**config.mk**
```make
export PLATFORM = sky130hd
export DESIGN_NAME = sbuf_ptr_mgr
export DESIGN_NICKNAME = d
export VERILOG_FILES = /design/src/rtl/sbuf_pkg.sv /design/src/rtl/sbuf_size_dec.sv /design/src/rtl/sbuf_host_eng.sv /design/src/rtl/sbuf_lcl_port.sv /design/src/rtl/sbuf_port_mux.sv /design/src/rtl/sbuf_ptr_mgr.sv
export SDC_FILE = /design/constraint.sdc
export NUM_CORES = 1
export LEC_CHECK = 0
export ABC_AREA = 0
export BUFFER_PORTS_ARGS = -buffer_cell sky130_fd_sc_hd__buf_2
export CAP_MARGIN = 10
export CORE_MARGIN = 2
export CORE_UTILIZATION = 27
export DETAILED_ROUTE_END_ITERATION = 6
export PLACE_DENSITY = 0.49
export SLEW_MARGIN = 20
export SYNTH_ARGS = -nofsm -noshare
export SYNTH_HDL_FRONTEND = slang
export SYNTH_SLANG_ARGS = --single-unit
```
**constraint.sdc**
```tcl
create_clock -name clk -period 2.9 [get_ports clk]
set_clock_uncertainty 0.15 [all_clocks]
set_input_delay 0.145 -clock clk [delete_from_list [all_inputs] [get_ports clk]]
set_output_delay 0.145 -clock clk [all_outputs]
set_load 0.02 [all_outputs]
```
**src/rtl/sbuf_pkg.sv**
```systemverilog
// Shared constants for the circular buffer pointer manager.
// Assumes the control word layout below is decoded by neighbouring logic.
package sbuf_pkg;
    localparam int SEL_W   = 3;
    localparam int CTL_W   = 6;
    localparam int CB_START = 0;
    localparam int CB_DONE  = 1;
    localparam int CB_DIR   = 2;
    localparam int CB_OFF   = 3;
    localparam int CB_IRQ   = 4;
    localparam int CB_BUSY  = 5;
    localparam logic [CTL_W-1:0] CTL_RST = 6'h08;

    // Number of address bits removed from the full size for a size code.
    function automatic logic [SEL_W-1:0] size_shrink(input logic [SEL_W-1:0] sel);
        return (sel < 3'd2) ? 3'd0 : sel - 3'd1;
    endfunction
endpackage

```
**src/rtl/sbuf_size_dec.sv**
```systemverilog
// Turns the size code into a wrap mask over the pointer width.
// Assumes ADDR_W >= 7 so the smallest size keeps at least one bit.
module sbuf_size_dec
    import sbuf_pkg::*;
#(
    parameter int ADDR_W = 15
) (
    input  logic [SEL_W-1:0]  size_sel,
    output logic [ADDR_W-1:0] wrap_mask
);
    logic [SEL_W-1:0] shrink;

    // Purpose: how many top bits the selected size drops.
    always_comb shrink = size_shrink(size_sel);

    for (genvar g = 0; g < ADDR_W; g++) begin : g_mask
        assign wrap_mask[g] = (32'(shrink) + 32'(g)) < 32'(ADDR_W);
    end
endmodule

```
**src/rtl/sbuf_host_eng.sv**
```systemverilog
// Host burst engine: control word, host and stop pointers, completion.
// Assumes no control write lands in the cycle of a burst's last word.
module sbuf_host_eng
    import sbuf_pkg::*;
#(
    parameter int ADDR_W = 15,
    parameter logic [ADDR_W-1:0] STOP_RST = 'h00FF
) (
    input  logic              clk,
    input  logic              rst_n,
    input  logic [ADDR_W-1:0] wrap_mask,
    input  logic              ctl_wr,
    input  logic [CTL_W-1:0]  ctl_wdata,
    output logic [CTL_W-1:0]  ctl_q,
    input  logic              host_ld,
    input  logic [ADDR_W-1:0] host_ld_val,
    input  logic              stop_ld,
    input  logic [ADDR_W-1:0] stop_ld_val,
    input  logic              host_xfer,
    output logic              hx,
    output logic [ADDR_W-1:0] host_ptr,
    output logic [ADDR_W-1:0] stop_ptr,
    output logic              xfer_req,
    output logic              done_evt,
    output logic              busy_set,
    output logic              host_irq
);
    logic [CTL_W-1:0]  ctl_r;
    logic [ADDR_W-1:0] host_nxt;
    logic              hit;

    // Purpose: qualify a host word and find the burst's last word.
    always_comb begin
        hx       = host_xfer & ctl_r[CB_START] & ~ctl_r[CB_OFF];
        host_nxt = ADDR_W'(host_ptr + 1'b1) & wrap_mask;
        hit      = hx & (host_nxt == stop_ptr);
    end

    // Purpose: control word with start/done sequencing.
    always_ff @(posedge clk) begin
        if (!rst_n) begin
            ctl_r <= CTL_RST;
        end else if (ctl_wr) begin
            ctl_r[CB_BUSY]  <= ctl_wdata[CB_BUSY];
            ctl_r[CB_IRQ]   <= ctl_wdata[CB_IRQ];
            ctl_r[CB_OFF]   <= ctl_wdata[CB_OFF];
            ctl_r[CB_DIR]   <= ctl_wdata[CB_DIR];
            ctl_r[CB_START] <= ctl_wdata[CB_START];
            if (ctl_wdata[CB_START]) ctl_r[CB_DONE] <= 1'b0;
        end else if (hit) begin
            ctl_r[CB_START] <= 1'b0;
            ctl_r[CB_DONE]  <= 1'b1;
        end
    end

    // Purpose: host pointer load or advance.
    always_ff @(posedge clk) begin
        if (!rst_n)       host_ptr <= '0;
        else if (host_ld) host_ptr <= host_ld_val & wrap_mask;
        else if (hx)      host_ptr <= host_nxt;
    end

    // Purpose: stop pointer load.
    always_ff @(posedge clk) begin
        if (!rst_n)       stop_ptr <= STOP_RST;
        else if (stop_ld) stop_ptr <= stop_ld_val & wrap_mask;
    end

    // Purpose: one-cycle completion event.
    always_ff @(posedge clk) begin
        if (!rst_n) done_evt <= 1'b0;
        else        done_evt <= hit;
    end

    // Purpose: outward status and completion side effects.
    always_comb begin
        ctl_q    = ctl_r;
        xfer_req = ctl_r[CB_START] & ~ctl_r[CB_DONE];
        busy_set = done_evt & ctl_r[CB_BUSY];
        host_irq = done_evt & ctl_r[CB_IRQ];
    end
endmodule

```
**src/rtl/sbuf_lcl_port.sv**
```systemverilog
// Local access port: disk pointer, auto increment, one deferred slot.
// Assumes no new local access arrives while a deferred one is waiting.
module sbuf_lcl_port #(
    parameter int ADDR_W = 15
) (
    input  logic              clk,
    input  logic              rst_n,
    input  logic [ADDR_W-1:0] wrap_mask,
    input  logic              auto_inc_en,
    input  logic              ram_off,
    input  logic              hx,
    input  logic              disk_ld,
    input  logic [ADDR_W-1:0] disk_ld_val,
    input  logic              lcl_acc,
    input  logic              lcl_wr,
    output logic [ADDR_W-1:0] disk_ptr,
    output logic              lcl_go,
    output logic [ADDR_W-1:0] lcl_addr,
    output logic              lcl_we
);
    logic              acc_ok;
    logic              pend;
    logic [ADDR_W-1:0] pend_addr;
    logic              pend_we;

    // Purpose: decide what the local side asks of the port now.
    always_comb begin
        acc_ok   = lcl_acc & ~ram_off;
        lcl_go   = ~hx & (pend | acc_ok);
        lcl_addr = pend ? pend_addr : disk_ptr;
        lcl_we   = pend ? pend_we : lcl_wr;
    end

    // Purpose: disk pointer load or auto advance on accepted access.
    always_ff @(posedge clk) begin
        if (!rst_n)                    disk_ptr <= '0;
        else if (disk_ld)              disk_ptr <= disk_ld_val & wrap_mask;
        else if (acc_ok & auto_inc_en) disk_ptr <= ADDR_W'(disk_ptr + 1'b1) & wrap_mask;
    end

    // Purpose: hold a local access that lost the port to a host word.
    always_ff @(posedge clk) begin
        if (!rst_n) begin
            pend      <= 1'b0;
            pend_addr <= '0;
            pend_we   <= 1'b0;
        end else if (pend) begin
            if (!hx) pend <= 1'b0;
        end else if (acc_ok & hx) begin
            pend      <= 1'b1;
            pend_addr <= disk_ptr;
            pend_we   <= lcl_wr;
        end
    end
endmodule

```
**src/rtl/sbuf_port_mux.sv**
```systemverilog
// Shared RAM port: host words win, local accesses fill the rest.
// Assumes its inputs are already qualified by burst state.
module sbuf_port_mux #(
    parameter int ADDR_W = 15
) (
    input  logic              ram_off,
    input  logic              hx,
    input  logic [ADDR_W-1:0] host_ptr,
    input  logic              dir,
    input  logic              lcl_go,
    input  logic [ADDR_W-1:0] lcl_addr,
    input  logic              lcl_we,
    output logic [ADDR_W-1:0] ram_addr,
    output logic              ram_en,
    output logic              ram_we,
    output logic              ram_host_sel
);
    // Purpose: pick the owner of the port and gate with the RAM disable.
    always_comb begin
        ram_host_sel = hx;
        ram_en       = ~ram_off & (hx | lcl_go);
        ram_addr     = hx ? host_ptr : lcl_addr;
        ram_we       = ram_en & (hx ? dir : lcl_we);
    end
endmodule

```
**src/rtl/sbuf_ptr_mgr.sv**
```systemverilog
// Top: circular buffer pointer manager for a host/local shared RAM.
// Assumes size_sel is held steady while a burst runs.
module sbuf_ptr_mgr
    import sbuf_pkg::*;
#(
    parameter int ADDR_W = 15
) (
    input  logic              clk,
    input  logic              rst_n,
    input  logic [2:0]        size_sel,
    input  logic              auto_inc_en,
    input  logic              ctl_wr,
    input  logic [5:0]        ctl_wdata,
    output logic [5:0]        ctl_rdata,
    input  logic              host_ld,
    input  logic [ADDR_W-1:0] host_ld_val,
    input  logic              disk_ld,
    input  logic [ADDR_W-1:0] disk_ld_val,
    input  logic              stop_ld,
    input  logic [ADDR_W-1:0] stop_ld_val,
    input  logic              host_xfer,
    input  logic              lcl_acc,
    input  logic              lcl_wr,
    output logic [ADDR_W-1:0] ram_addr,
    output logic              ram_en,
    output logic              ram_we,
    output logic              ram_host_sel,
    output logic              xfer_req,
    output logic              done_evt,
    output logic              busy_set,
    output logic              host_irq,
    output logic [ADDR_W-1:0] host_ptr,
    output logic [ADDR_W-1:0] disk_ptr,
    output logic [ADDR_W-1:0] stop_ptr
);
    logic [ADDR_W-1:0] wrap_mask;
    logic              hx;
    logic              lcl_go;
    logic [ADDR_W-1:0] lcl_addr;
    logic              lcl_we;
    logic [CTL_W-1:0]  ctl_q;

    sbuf_size_dec #(.ADDR_W(ADDR_W)) u_dec (
        .size_sel (size_sel),
        .wrap_mask(wrap_mask)
    );

    sbuf_host_eng #(.ADDR_W(ADDR_W)) u_host (
        .clk        (clk),
        .rst_n      (rst_n),
        .wrap_mask  (wrap_mask),
        .ctl_wr     (ctl_wr),
        .ctl_wdata  (ctl_wdata),
        .ctl_q      (ctl_q),
        .host_ld    (host_ld),
        .host_ld_val(host_ld_val),
        .stop_ld    (stop_ld),
        .stop_ld_val(stop_ld_val),
        .host_xfer  (host_xfer),
        .hx         (hx),
        .host_ptr   (host_ptr),
        .stop_ptr   (stop_ptr),
        .xfer_req   (xfer_req),
        .done_evt   (done_evt),
        .busy_set   (busy_set),
        .host_irq   (host_irq)
    );

    sbuf_lcl_port #(.ADDR_W(ADDR_W)) u_lcl (
        .clk        (clk),
        .rst_n      (rst_n),
        .wrap_mask  (wrap_mask),
        .auto_inc_en(auto_inc_en),
        .ram_off    (ctl_q[CB_OFF]),
        .hx         (hx),
        .disk_ld    (disk_ld),
        .disk_ld_val(disk_ld_val),
        .lcl_acc    (lcl_acc),
        .lcl_wr     (lcl_wr),
        .disk_ptr   (disk_ptr),
        .lcl_go     (lcl_go),
        .lcl_addr   (lcl_addr),
        .lcl_we     (lcl_we)
    );

    sbuf_port_mux #(.ADDR_W(ADDR_W)) u_mux (
        .ram_off     (ctl_q[CB_OFF]),
        .hx          (hx),
        .host_ptr    (host_ptr),
        .dir         (ctl_q[CB_DIR]),
        .lcl_go      (lcl_go),
        .lcl_addr    (lcl_addr),
        .lcl_we      (lcl_we),
        .ram_addr    (ram_addr),
        .ram_en      (ram_en),
        .ram_we      (ram_we),
        .ram_host_sel(ram_host_sel)
    );

    assign ctl_rdata = ctl_q;
endmodule

```
# After elaboration in Yosys (flattened, before gate mapping)
# Index checks and enable logic that the tools add are counted.
totals:
  ff_bits: 69
  input_bits: 64
  out_inout_bits: 73
  wordCells: 88
op_classes:
  addsub: 17
  n_lt_le_gt_ge: 16
  eq_ne: 2
  muxes: 15
  bitwise: 23
  n_reduce_logical: 5
ops:
  columns: ["cell", "n"]
  rows:
  - ["32-bit by 4-bit < comparator with 1-bit output (second input constant)", 14]
  - ["15-bit two-way mux", 6]
  - ["15-bit AND", 5]
  - ["3-bit by 4-bit adder with 5-bit output (second input constant)", 7]
  - ["15-bit by 1-bit adder with 15-bit output (second input constant)", 2]
  - ["3-bit by 3-bit adder with 4-bit output (second input constant)", 4]
  - ["15-bit == test", 1]
  - ["1-bit AND", 12]
  - ["3-bit by 2-bit adder with 4-bit output (second input constant)", 2]
  - ["1-bit two-way mux", 6]
  - ["2-bit nonzero test", 3]
  - ["3-bit by 1-bit adder with 4-bit output (second input constant)", 1]
  - ["3-bit by 4-bit < comparator with 1-bit output (second input constant)", 1]
  - ["2-bit two-way mux", 2]
  - ["1-bit NOT", 4]
  - ["2-bit AND reduction", 2]
  - ["3-bit by 2-bit < comparator with 1-bit output (second input constant)", 1]
  - ["3-bit two-way mux", 1]
  - ["3-bit by 1-bit subtractor with 3-bit output (second input constant)", 1]
  - ["2-bit by 1-bit != test with 1-bit output (second input constant)", 1]
  - ["1-bit bitwise OR", 2]

# Longest topological paths before layout
logic_depth:
  word_depth: 9
  depth_mapped: 15
  mapped_depth_nobuf: 13

# Cells and area by module
# A second synthesis with hierarchy kept.
hier_totals:
  hier_cells: 590
  area_unflattened_um2: 4737.0
modules_own_cells:
  columns: ["module", "n_inst", "cells_per_inst", "area_per_inst_um2", "seq_area_each_um2"]
  rows:
  - ["sbuf_host_eng", 1, 300, 2336.0, 740.7]
  - ["sbuf_lcl_port", 1, 233, 1888.1, 640.6]
  - ["sbuf_port_mux", 1, 23, 257.7, 0.0]
  - ["sbuf_size_dec", 1, 34, 255.2, 0.0]

# Worst setup path after synthesis
# No wires, ideal clock.
synth_path:
  path_type: "input -> register"
  from: "in size_sel[1]"
  to: "reg u_host.ctl_r[0] (netlist: u_host.ctl_q[0])"
  setup_ns: 0.131
  t_arrival_ns: 2.502
  t_required_ns: 2.619
  slack_ns: 0.116
  path_stages: 14
  n_path_buf: 1
  path_cell_list: "inv_1 ha_1 buf_2 inv_1 nand2_1 inv_1 ha_1 and4bb_1 and3_1 a2111oi_4 o2111a_1 nand4_1 nor4_2 o22ai_1"
synth_between:
  elab_chain_cells: 8
  elab_cells_between_ends: 36
  cone_classes: "add/sub (15); order compare (16); eq/ne (1); mux (1); bitwise (2); reduce/logical (1)"
synth_rtl:
  columns: ["item", "line", "source"]
  rows:
  - ["from (decl)", "sbuf_ptr_mgr.sv:10", "input logic [2:0] size_sel,"]
  - ["3-bit by 1-bit subtractor with 3-bit output / 3-bit by 2-bit < comparator with 1-bit output (equally long branches)", "sbuf_pkg.sv:16", "return (sel < 3'd2) ? 3'd0 : sel - 3'd1;"]
  - ["3-bit two-way mux (*)", "sbuf_pkg.sv:16", null]
  - ["3-bit by 4-bit adder with 5-bit output (tied with other cells)", "sbuf_size_dec.sv:17", "assign wrap_mask[g] = (32'(shrink) + 32'(g)) < 32'(ADDR_W);"]
  - ["32-bit by 4-bit < comparator with 1-bit output", "sbuf_size_dec.sv:17", null]
  - ["15-bit AND (*)", "sbuf_host_eng.sv:35", "host_nxt = ADDR_W'(host_ptr + 1'b1) & wrap_mask;"]
  - ["15-bit == test (*)", "sbuf_host_eng.sv:36", "hit = hx & (host_nxt == stop_ptr);"]
  - ["1-bit AND (*)", "sbuf_host_eng.sv:36", null]
  - ["2-bit nonzero test (no line) (*)", null, null]
  - ["to (signal, indexed assignment)", "sbuf_host_eng.sv:44", "ctl_r[CB_BUSY] <= ctl_wdata[CB_BUSY];"]
  - ["to (signal, indexed assignment)", "sbuf_host_eng.sv:45", "ctl_r[CB_IRQ] <= ctl_wdata[CB_IRQ];"]
  - ["to (signal, indexed assignment)", "sbuf_host_eng.sv:46", "ctl_r[CB_OFF] <= ctl_wdata[CB_OFF];"]
  - ["to (decl)", "sbuf_host_eng.sv:28", "logic [CTL_W-1:0] ctl_r;"]
# Every way passes the cells marked *; elsewhere a longest branch is shown, timed or not.
# A chain may end at the register's enable or synchronous reset.

# Worst setup path after layout
layout_path:
  from: "reg u_host.host_ptr[0]"
  to: "reg u_host.ctl_r[0] (netlist: u_host.ctl_q[0])"
layout_between:
  elab_chain_cells: 5
layout_rtl:
  columns: ["item", "line", "source"]
  rows:
  - ["from (decl)", "sbuf_host_eng.sv:21", "output logic [ADDR_W-1:0] host_ptr,"]
  - ["from (signal assigned)", "sbuf_host_eng.sv:59", "else if (host_ld) host_ptr <= host_ld_val & wrap_mask;"]
  - ["from (signal assigned)", "sbuf_host_eng.sv:60", "else if (hx) host_ptr <= host_nxt;"]
  - ["15-bit by 1-bit adder with 15-bit output", "sbuf_host_eng.sv:35", null]
  - ["15-bit AND", "sbuf_host_eng.sv:35", null]
  - ["15-bit == test", "sbuf_host_eng.sv:36", null]
  - ["1-bit AND", "sbuf_host_eng.sv:36", null]
  - ["2-bit nonzero test (no line)", null, null]
# No other way between the ends.

==> results_dict.tcl <==
set metrics [dict create \
    measured_slew_at_the_worst_slew_check_pin_ns 0.874 \
    avgSynthCellArea_um2 7.29 \
    synthArstFlopShare_pct 0 \
    criticalPathCategory "flop to flop" \
    critPathLaunchType "flop" \
    cp_max_fo 3 \
    maxSlewViolCount 0 \
    power_per_cell_area_nw_per_um2 445 \
    clock_sinks 69 \
    worst_hold_path.endpoint "u_host.ctl_q[5]" \
    timing.fmax_mhz 359 \
    synth_seq_cells 69 \
    hp-class "input pin to flop" \
    critPathRequiredTime_ns 2.95 \
    hold_start "ctl_wr" \
    clk_transition_reported_paths_ns 0.06 \
    hpwl_um 12900 \
    p_total_mw 2.76 \
    synth_sequential_area_ratio_pct 31.6 \
    tcrit_tclk_final_pct 95.9 \
    final-setup-viol-count 0 \
    wire_length_reported_by_the_detailed_router_um 17500 \
    synth-edff-count 0 \
    netlist_area_before_placement_um2 4370 \
    dp_cells 939 \
    period_needed_ns 2.78 \
    rsz0062_at_grt "true" \
    endpoint_kind "flop" \
    grt_max_degree 47 \
    report.final.hold_viol_count 0 \
    finish.cell_count_without_fillers 1005 \
    r2r_start "u_host.host_ptr[0]" \
    yosysUniqueCellTypes 57 \
    grt_pass1_vias 4900 \
    max-clock-path-buffers 2 \
    antenna_violating_nets_left 0 \
    setup.reg_to_reg.worst_slack_ns 0.12 \
    timing.max_cap.violations 0 \
    worst_hold_path.num_cells 3 \
    fin_nets 856 \
    placement.cell_area_um2 5380 \
    drtPass1Iterations 5 \
    synth-main-ff-cell "dfxtp_1" \
    routabilityCongestion 0.916 \
    route.detailed.drc 0 \
    status "completed" \
    worst_r2r_path_depth 10 \
    design_area_um2 6210 \
    placement.setup.worst_slack_ns -0.173 \
    worst_r2r_endpoint "u_host.ctl_q[0]" \
    die_h_um 131 \
    placementRows 46 \
    setup_ws_ns 0.118 \
    grt_first_pass_wirelength_um 27300 \
    nFillCells 1714 \
    top_ports 137 \
    synth_warnings 0 \
    postSynthNetCount 673 \
    start_util_pct 27.5 \
    slew_headroom_pct 41.7 \
    tritoncts.num_buffers 9 \
    leakagePower_nw 2.57 \
    timing.critical_path.arrival_ns 2.83 \
    detailroute.via_count 5145 \
    die_x_um 131 \
    detail_route.wl_per_cell_um 17.4 \
    clk-insertion-delay-late_ns 0.35 \
    cts_tree "done" \
    die_area_um2 17200 \
    port-buffer-count 135 \
    global_route_total_usage_across_every_layer_pct 20.1 \
    power.ir.vdd_worst_mv 0.357 \
    drt_iter0_markers 315 \
    post_synth_inst_count 600 \
    area_growth_syn_to_layout_pct 42.0 \
    grt_antenna_before_repair 1 \
    ratio_of_routed_vias_to_standard_cells 5.12 \
    post_route_cells_drive_above_1_share_pct 25.1 \
    root_buffer "clkbuf_16" \
    overflow 0 \
    placeableCoreArea_um2 15900 \
    ctsHtreeMaxLevel 3 \
]
state kept, by name, summed over array words and instances (netlist names):
name             count
u_lcl.pend           1
u_lcl.pend_we        1
u_host.done_evt      1
u_host.ctl_q         6
u_host.host_ptr     15
u_lcl.pend_addr     15
u_lcl.disk_ptr      15
u_host.stop_ptr     15
cell usage in the layout, fill, tap and decap left out, drive strengths merged, types with 3 or more instances in the layout:
cell type    Yosys  routed
a211oi          10      10
a21oi           77      77
a31oi            9       9
and2             8       8
and3             3       3
and4             3       3
buf             15     171
clkbuf          31      12
clkinv           1       3
dfxtp           69      69
dlygate4sd3      0      47
ha               9       9
inv             17      17
mux2i           25      25
nand2           84      84
nand2b          10      10
nand3           21      21
nand3b           5       5
nand4           11      11
nor2            54      54
nor2b            8       8
nor3            16      16
nor4             5       5
o21ai           41      41
o221ai           3       3
o22a             3       3
o22ai            3       3
or3              6       6
or4              7       7
xnor2           11      11
xor2             9       9
through the flow:
stage / hold slack, ns / setup TNS (ns) / util (%)
global route: 0.0205 / -0.0168 / 39.1
floorplan: 0.124 / 0 / -
global placement: 0.207 / -0.277 / 33.8
finish: 0.0135 / 0 / 39.1
detailed placement: 0.219 / -0.428 / 33.8
CTS: 0.000125 / 0 / 38.7
timing repair:
| action | 4_1_cts | 5_1_grt |
|---|---|---|
| setup buffers | 0 | 2 |
| endpoints found under the setup margin | 0 | 3 |
| endpoints found under the hold margin | 46 | 0 |
| hold buffers | 47 | 0 |
| gates resized for setup | 0 | 12 |
routing by layer:
layer	vias up	global-route usage, %	share of wire, %
li1	2501	-	-
met1	2448	26.2	46
met2	167	32.5	46
met3	27	4.63	5.4
met4	2	7.37	2.2
met5	-	0	0.046
where the power goes:
group | switching, mW | internal (mW) | total, mW
sequential | 0.0675 | 0.992 | 1.06
combinational | 0.334 | 0.248 | 0.583
clock | 0.434 | 0.687 | 1.12
total | 0.836 | 1.93 | 2.76
worst max-delay path, cell delays in order (launching register included):
cell and delay, ns:
dfxtp_2 0.35, ha_4 0.13, nand4_1 0.21, buf_4 0.22
or4_4 0.52, a21oi_4 0.13, xnor2_1 0.12, nand4_1 0.20
nor4_4 0.37, buf_4 0.18, o22ai_1 0.05
kinds of logic (layout without fill, tap and decap cells):
kind of cell               count (synthesis)  count (layout)  share of synthesized area (%)
muxes                                     25              25                           5.72
buffers and inverters                     64             252                           6.07
other                                      0               1                              0
AOI/OAI and AO/OA                        167             167                           22.7
and+or+nand+nor                          246             246                           27.3
DFF                                       69              69                           31.6
xor gates and xnor gates                  20              20                           4.01
adders and majority gates                  9               9                           2.58
layout make-up:
class | count | area [µm²] | area share [%]
Antenna cell | 1 | 2.50 | 0.0403
Clock buffer | 12 | 246 | 3.97
Clock inverter | 4 | 47.5 | 0.766
Inverter | 18 | 67.6 | 1.09
Multi-Input combinational cell | 467 | 2770 | 44.7
Sequential cell | 69 | 1390 | 22.3
Tap cell | 216 | 270 | 4.35
Timing Repair Buffer | 218 | 1420 | 22.8
cells in the mapped netlist, drive strengths merged, types with 2 or more instances:
library cell | count | area share (%)
or4 | 7 | 1.3
a311oi | 2 | 0.40
nor2 | 54 | 4.6
nand3b | 5 | 0.86
o21ai | 41 | 4.7
o21a | 2 | 0.34
clkbuf | 31 | 2.7
and2 | 8 | 1.1
o31ai | 2 | 0.34
nor3 | 16 | 1.8
nand3 | 21 | 2.4
nor4 | 5 | 0.86
a21oi | 77 | 8.8
o221ai | 3 | 0.60
o211ai | 2 | 0.34
nand2b | 10 | 1.4
xor2 | 9 | 1.8
ha | 9 | 2.6
buf | 15 | 1.9
a211oi | 10 | 1.7
and4 | 3 | 0.60
nor3b | 2 | 0.34
o22ai | 3 | 0.43
mux2i | 25 | 5.7
nor2b | 8 | 1.1
and3 | 3 | 0.43
inv | 17 | 1.5
nand2 | 84 | 7.2
xnor2 | 11 | 2.2
o22a | 3 | 0.60
nand4 | 11 | 1.6
dfxtp | 69 | 32
a31oi | 9 | 1.3
or3 | 6 | 0.86
how the worst max path moves through the flow:
| stage | start | end | slack [ns] | cells after the start |
|---|---|---|---|---|
| CTS | u_host.host_ptr[1] | u_host.ctl_q[0] | 0.14 | 10 |
| floorplan | size_sel[1] | u_host.ctl_q[0] | 0.12 | 14 |
| detailed placement | size_sel[0] | u_host.ctl_q[0] | -0.17 | 15 |
| global route | u_host.host_ptr[0] | u_host.ctl_q[0] | -0.02 | 10 |
| finish | u_host.host_ptr[0] | u_host.ctl_q[0] | 0.12 | 10 |
| global placement | size_sel[0] | u_host.ctl_q[0] | -0.12 | 15 |
(Power assumes the default switching activity.)
